==> config.mk <==
export PLATFORM = sky130hd
export DESIGN_NAME = adc_pwr_seq
export DESIGN_NICKNAME = d
export VERILOG_FILES = /design/src/rtl/adc_pwr_pkg.sv /design/src/rtl/adc_pwr_cfg.sv /design/src/rtl/adc_pwr_timer.sv /design/src/rtl/adc_pwr_fsm.sv /design/src/rtl/adc_pwr_gate.sv /design/src/rtl/adc_pwr_seq.sv
export SDC_FILE = /design/constraint.sdc
export NUM_CORES = 1
export LEC_CHECK = 0
export BUFFER_PORTS_ARGS = -buffer_cell sky130_fd_sc_hd__buf_4
export CAP_MARGIN = 10
export CORE_ASPECT_RATIO = 0.8
export CORE_UTILIZATION = 30
export DETAILED_ROUTE_END_ITERATION = 10
export PLACE_DENSITY = 0.55
export SLEW_MARGIN = 40
export SYNTH_ARGS = -nofsm -noshare
export SYNTH_HDL_FRONTEND = slang
export SYNTH_HIERARCHICAL = 1
export SYNTH_SLANG_ARGS = --single-unit
==> constraint.sdc <==
create_clock -name clk -period 4.1 [get_ports clk]
set_clock_uncertainty 0.05 [all_clocks]
set_input_delay 0.82 -clock clk [delete_from_list [all_inputs] [get_ports clk]]
set_output_delay 0.82 -clock clk [all_outputs]
set_load 0.02 [all_outputs]
==> src/rtl/adc_pwr_pkg.sv <==
package adc_pwr_pkg;

  typedef enum logic [1:0] {
    ST_OFF      = 2'd0,
    ST_BG_WAIT  = 2'd1,
    ST_PWD_WAIT = 2'd2,
    ST_READY    = 2'd3
  } pwr_state_t;

  localparam int CTRL_W      = 8;
  localparam int BIT_REF_EN  = 5;
  localparam int BIT_BG_EN   = 6;
  localparam int BIT_CORE_EN = 7;

endpackage

==> src/rtl/adc_pwr_cfg.sv <==
module adc_pwr_cfg #(
  parameter int PRESC_W        = 8,
  parameter int US_W           = 14,
  parameter int DEF_CYC_PER_US = 250,
  parameter int DEF_BG_US      = 8000,
  parameter int DEF_CORE_US    = 50
) (
  input  logic               clk,
  input  logic               rst,
  input  logic               wr_en,
  input  logic               is_off,
  input  logic [PRESC_W-1:0] wr_cyc_per_us,
  input  logic [US_W-1:0]    wr_bg_us,
  input  logic [US_W-1:0]    wr_core_us,
  output logic [PRESC_W-1:0] cyc_per_us,
  output logic [US_W-1:0]    bg_us,
  output logic [US_W-1:0]    core_us
);
  localparam logic [PRESC_W-1:0] RST_PRESC = PRESC_W'(DEF_CYC_PER_US);
  localparam logic [US_W-1:0]    RST_BG    = US_W'(DEF_BG_US);
  localparam logic [US_W-1:0]    RST_CORE  = US_W'(DEF_CORE_US);

  always_ff @(posedge clk) begin
    if (rst) begin
      cyc_per_us <= RST_PRESC;
      bg_us      <= RST_BG;
      core_us    <= RST_CORE;
    end else if (wr_en && is_off) begin
      cyc_per_us <= wr_cyc_per_us;
      bg_us      <= wr_bg_us;
      core_us    <= wr_core_us;
    end
  end
endmodule

==> src/rtl/adc_pwr_timer.sv <==
module adc_pwr_timer #(
  parameter int PRESC_W = 8,
  parameter int US_W    = 14
) (
  input  logic               clk,
  input  logic               rst,
  input  logic               load,
  input  logic               abort,
  input  logic [US_W-1:0]    load_us,
  input  logic [PRESC_W-1:0] cyc_per_us,
  output logic               done
);
  logic [PRESC_W-1:0] presc_cnt;
  logic [US_W-1:0]    us_left;
  logic               running;
  logic [PRESC_W-1:0] presc_eff;
  logic [US_W-1:0]    us_eff;
  logic               us_tick;

  assign presc_eff = (cyc_per_us == '0) ? PRESC_W'(1) : cyc_per_us;
  assign us_eff    = (load_us == '0) ? US_W'(1) : load_us;
  assign us_tick   = running && (presc_cnt == presc_eff - PRESC_W'(1));
  assign done      = us_tick && (us_left == US_W'(1));

  always_ff @(posedge clk) begin
    if (rst || abort) begin
      running   <= 1'b0;
      presc_cnt <= '0;
      us_left   <= '0;
    end else if (load) begin
      running   <= 1'b1;
      presc_cnt <= '0;
      us_left   <= us_eff;
    end else if (running) begin
      if (us_tick) begin
        presc_cnt <= '0;
        if (us_left == US_W'(1)) running <= 1'b0;
        else                     us_left <= us_left - US_W'(1);
      end else begin
        presc_cnt <= presc_cnt + PRESC_W'(1);
      end
    end
  end
endmodule

==> src/rtl/adc_pwr_fsm.sv <==
module adc_pwr_fsm
  import adc_pwr_pkg::*;
#(
  parameter int US_W = 14
) (
  input  logic              clk,
  input  logic              rst,
  input  logic              pwr_on,
  input  logic              pwr_off,
  input  logic              wait_done,
  input  logic [US_W-1:0]   bg_us,
  input  logic [US_W-1:0]   core_us,
  output logic              tmr_load,
  output logic              tmr_abort,
  output logic [US_W-1:0]   tmr_us,
  output logic              is_off,
  output logic [CTRL_W-1:0] ctrl,
  output logic              ready
);
  pwr_state_t state, state_nx;

  always_comb begin
    state_nx  = state;
    tmr_load  = 1'b0;
    tmr_abort = 1'b0;
    tmr_us    = bg_us;
    if (pwr_off) begin
      state_nx  = ST_OFF;
      tmr_abort = 1'b1;
    end else begin
      unique case (state)
        ST_OFF: if (pwr_on) begin
          state_nx = ST_BG_WAIT;
          tmr_load = 1'b1;
          tmr_us   = bg_us;
        end
        ST_BG_WAIT: if (wait_done) begin
          state_nx = ST_PWD_WAIT;
          tmr_load = 1'b1;
          tmr_us   = core_us;
        end
        ST_PWD_WAIT: if (wait_done) state_nx = ST_READY;
        ST_READY:    state_nx = ST_READY;
        default:     state_nx = ST_OFF;
      endcase
    end
  end

  always_ff @(posedge clk) begin
    if (rst) state <= ST_OFF;
    else     state <= state_nx;
  end

  logic bg_on, core_on;
  assign bg_on   = (state != ST_OFF);
  assign core_on = (state == ST_PWD_WAIT) || (state == ST_READY);
  assign ready   = (state == ST_READY);
  assign is_off  = (state == ST_OFF);

  for (genvar b = 0; b < CTRL_W; b++) begin : g_ctrl
    if (b == BIT_CORE_EN) begin : g_core
      assign ctrl[b] = core_on;
    end else if (b == BIT_BG_EN || b == BIT_REF_EN) begin : g_bg
      assign ctrl[b] = bg_on;
    end else begin : g_zero
      assign ctrl[b] = 1'b0;
    end
  end
endmodule

==> src/rtl/adc_pwr_gate.sv <==
module adc_pwr_gate (
  input  logic clk,
  input  logic rst,
  input  logic req_valid,
  input  logic ready,
  output logic start,
  output logic err
);
  always_ff @(posedge clk) begin
    if (rst) begin
      start <= 1'b0;
      err   <= 1'b0;
    end else begin
      start <= req_valid && ready;
      err   <= req_valid && !ready;
    end
  end
endmodule

==> src/rtl/adc_pwr_seq.sv <==
module adc_pwr_seq
  import adc_pwr_pkg::*;
#(
  parameter int PRESC_W        = 8,
  parameter int US_W           = 14,
  parameter int DEF_CYC_PER_US = 250,
  parameter int DEF_BG_US      = 8000,
  parameter int DEF_CORE_US    = 50
) (
  input  logic               clk,
  input  logic               rst,
  input  logic               pwr_on_req,
  input  logic               pwr_off_req,
  input  logic               cfg_wr,
  input  logic [PRESC_W-1:0] cfg_cyc_per_us,
  input  logic [US_W-1:0]    cfg_bg_us,
  input  logic [US_W-1:0]    cfg_core_us,
  input  logic               conv_req_valid,
  output logic [7:0]         ctrl_word,
  output logic               adc_ready,
  output logic               conv_start,
  output logic               conv_err
);
  logic [PRESC_W-1:0] cur_presc;
  logic [US_W-1:0]    cur_bg, cur_core, tmr_us;
  logic               tmr_load, tmr_abort, tmr_done, is_off;

  adc_pwr_cfg #(
    .PRESC_W(PRESC_W), .US_W(US_W), .DEF_CYC_PER_US(DEF_CYC_PER_US),
    .DEF_BG_US(DEF_BG_US), .DEF_CORE_US(DEF_CORE_US)
  ) u_cfg (
    .clk(clk), .rst(rst), .wr_en(cfg_wr), .is_off(is_off),
    .wr_cyc_per_us(cfg_cyc_per_us), .wr_bg_us(cfg_bg_us), .wr_core_us(cfg_core_us),
    .cyc_per_us(cur_presc), .bg_us(cur_bg), .core_us(cur_core)
  );

  adc_pwr_timer #(.PRESC_W(PRESC_W), .US_W(US_W)) u_tmr (
    .clk(clk), .rst(rst), .load(tmr_load), .abort(tmr_abort),
    .load_us(tmr_us), .cyc_per_us(cur_presc), .done(tmr_done)
  );

  adc_pwr_fsm #(.US_W(US_W)) u_fsm (
    .clk(clk), .rst(rst), .pwr_on(pwr_on_req), .pwr_off(pwr_off_req),
    .wait_done(tmr_done), .bg_us(cur_bg), .core_us(cur_core),
    .tmr_load(tmr_load), .tmr_abort(tmr_abort), .tmr_us(tmr_us),
    .is_off(is_off), .ctrl(ctrl_word), .ready(adc_ready)
  );

  adc_pwr_gate u_gate (
    .clk(clk), .rst(rst), .req_valid(conv_req_valid), .ready(adc_ready),
    .start(conv_start), .err(conv_err)
  );
endmodule

==> flow_summary.toml <==
[worst_setup_path]
crit_required_ps = 4300
timing.rr.start = "u_cfg/cyc_per_us[3]"
arrival_ps = 4030
r2r_slack_ps = 270
critPathLaunchType = "flop"
path_class = "reg -> reg"
startpoint = "u_cfg/cyc_per_us[3]"
cp_max_fo = 8
end_kind = "flop"

[grt]
grt-ovfl-total = 0
grt_usage_pct = 14.6
grt_max_degree = 59
grt_pass1_vias = 2790
antenna_found_initial = 0
grt_pass1_wl_um = 14000

[synthesis]
yosysMostFrequentCell = "dfxtp_1"
syn_area_per_cell_um2 = 8.94
async_flop_share_pct = 0
syn-cell-area_um2 = 3450
synth-edff-count = 0
yosys-mux-area-fraction_pct = 6.82
synth_area_leaders = "dfxtp_1, a21bo_1, a21oi_1"
synthCells = 386
yosysSeqAreaShare_pct = 36.6
synth_top_family_by_area = "simple AND/OR/NAND/NOR gates"
synth_compound_area_share_pct = 20.7
synthSimpleGateAreaFrac_pct = 20.7
synth.top_cell.area_share_pct = 36.6
synth_ff_type = "dfxtp_1"
netlist_top_cells_count = "dfxtp_1, a21oi_1, nand3_1"
synthDistinctLibCells = 50
synth_fa_ha_area_share_pct = 1.45
synth_xor_area_share_pct = 6.09
synth-warning-count = 6
yosysTopAreaCell = "dfxtp_1"
yosys_register_bits = 63

[power]
power.density_nw_per_um2 = 391
comb_power_share_pct = 11.9
finalPower_w = 0.00166
p_int_w = 0.00127
p_sw_w = 0.000394
swShare_pct = 23.7
seq_power_share_pct = 40.3
vdd_ir_drop_max_mv = 0.195
p_leak_nw = 1.70
clkPwrFrac_pct = 47.8

[timing]
slew_viol_final = 0
fin_crit_sh_pct = 93.3
fmax_mhz = 261
setup_violations = 0
final_hold_viol_count = 0
slew_headroom_pct = 58.0
tightest_slew_ps = 626
finalCriticalPeriod_ps = 3830
whs_ps = 414
tns_ps = 0

[finish]
fin_area_um2 = 4250
fin_nets = 472
syn_to_final_growth_pct = 23.1
n_antenna_cell = 0
final_layout_size_suffix_gt1_share_pct = 24.4
fin_util_pct = 38.6

[clock_tree]
clkTransAtPathRegs_ps = 50
h-tree-depth = 3
cts_hold_buf = 0
cts_tree = "built"
clkSinkCount = 63
clk_latency_ps = 320
root_buffer = "clkbuf_16"
cts_made_buffers = 9
clockBufferDepth = 2

[detailed_routing]
totalWireLength_um = 8520
firstDrtPassIters = 5
drc = 0
routed_via_density = 5.00
ant_nets = 0
drt_iter0_markers = 175
vias = 2871
wl_per_cell_um = 14.8

[die]
floorplan.initialDensity_pct = 31.3
die_h_um = 97.9
die_w_um = 122
rows = 34
dieArea_um2 = 11900
core_um2 = 11000
ios = 53

[status]
status = "completed"

[hold_path]
hold_class = "reg -> reg"
hold_start = "u_cfg/bg_us[12]"

[placement]
globalplace.congestion = 0.825
dp_hpwl_um = 5950
io_buffers = 47
post_dp_cell_area_um2 = 3860

[flow_run]
drv_cap = 0
layout by cell type, fill, tap and decap left out, drive strengths merged, types with 4 or more instances in the layout:
cell type / count
nor4: 7
ha: 4
and3: 17
xnor2: 17
mux2i: 4
dfxtp: 63
nand2b: 7
a21bo: 21
a211o: 15
nand3: 33
conb: 5
mux2: 14
o21ai: 15
buf: 61
clkbuf: 10
nand2: 14
xor2: 7
nor3: 15
inv: 6
nor2: 22
a21oi: 34
metal layers:
layer,track usage (%),wire [um],vias to the layer above
met5,0,0,-
met4,3.70,88,0
met3,2.98,383,6
met2,22.2,3780,63
met1,20.9,4270,1343
li1,-,-,1459
through the flow:
step | instances | setup WS, ps
2_1_floorplan | 390 | 93.3
3_3_place_gp | 555 | 342
3_5_place_dp | 555 | 254
4_1_cts | 570 | 215
5_1_grt | 574 | -48.1
6_report | 574 | 273
path summary, 6_finish.rpt:
path,end,cells after the start
worst max register to register,u_tmr/us_left[0],15
worst min-delay path,u_cfg/bg_us[12],1
worst min register to register,u_cfg/bg_us[12],1
worst max-delay path,u_tmr/us_left[0],15
state kept, by name, summed over array words and instances (netlist names):
register,flops
u_cfg/bg_us,14
u_cfg/core_us,14
u_tmr/us_left,14
u_cfg/cyc_per_us,8
u_tmr/presc_cnt,8
u_fsm/state,2
u_gate/err,1
u_gate/start,1
u_tmr/running,1
final cells by class:
class | instances | area, um2
clock inverters | 6 | 86.3
flip-flops and latches | 63 | 1260
repair buffers | 62 | 469
clock buffers | 9 | 225
well taps | 144 | 180
inverters | 6 | 22.5
multi-input cells | 284 | 2000
fillers | 1080 | 6770
critical path, cell delays in order, from the launching register on:
cell       delay [ps]
dfxtp_1           330
buf_4             160
or4_1             530
o41ai_2           270
xor2_1            210
o2111ai_2         140
or2_0             270
nor2_2            160
nor4bb_4          320
buf_6             180
clkbuf_4          220
mux2_2            380
nor3_1            160
a41o_1            200
o21ai_0            70
a21oi_1           100
cells by family after synthesis:
kind of cell / count (synthesis)
multiplexers: 18
other: 1
flip-flops: 63
XOR/XNOR: 24
adder cells (fa/ha/maj): 4
buffers and inverters: 43
AO/OA/AOI/OAI: 100
AND/OR/NAND/NOR: 133
repair_timing:
item                                    4_1_cts  5_1_grt
setup buffers                                 0        4
endpoints found under the setup margin        0        6
resized for setup                             0        9
power by group through the flow:
stage / sequential (W) / clock [W] / combinational, W
finish: 0.000670 / 0.000794 / 0.000198
global route: 0.000674 / 0.000842 / 0.000218
CTS: 0.000669 / 0.000809 / 0.000196
detailed placement: 0.000682 / 0 / 0.000194
global placement: 0.000682 / 0 / 0.000192
floorplan: 0.000673 / 0 / 0.000141
Note: power is estimated with default switching activity, not from simulation.
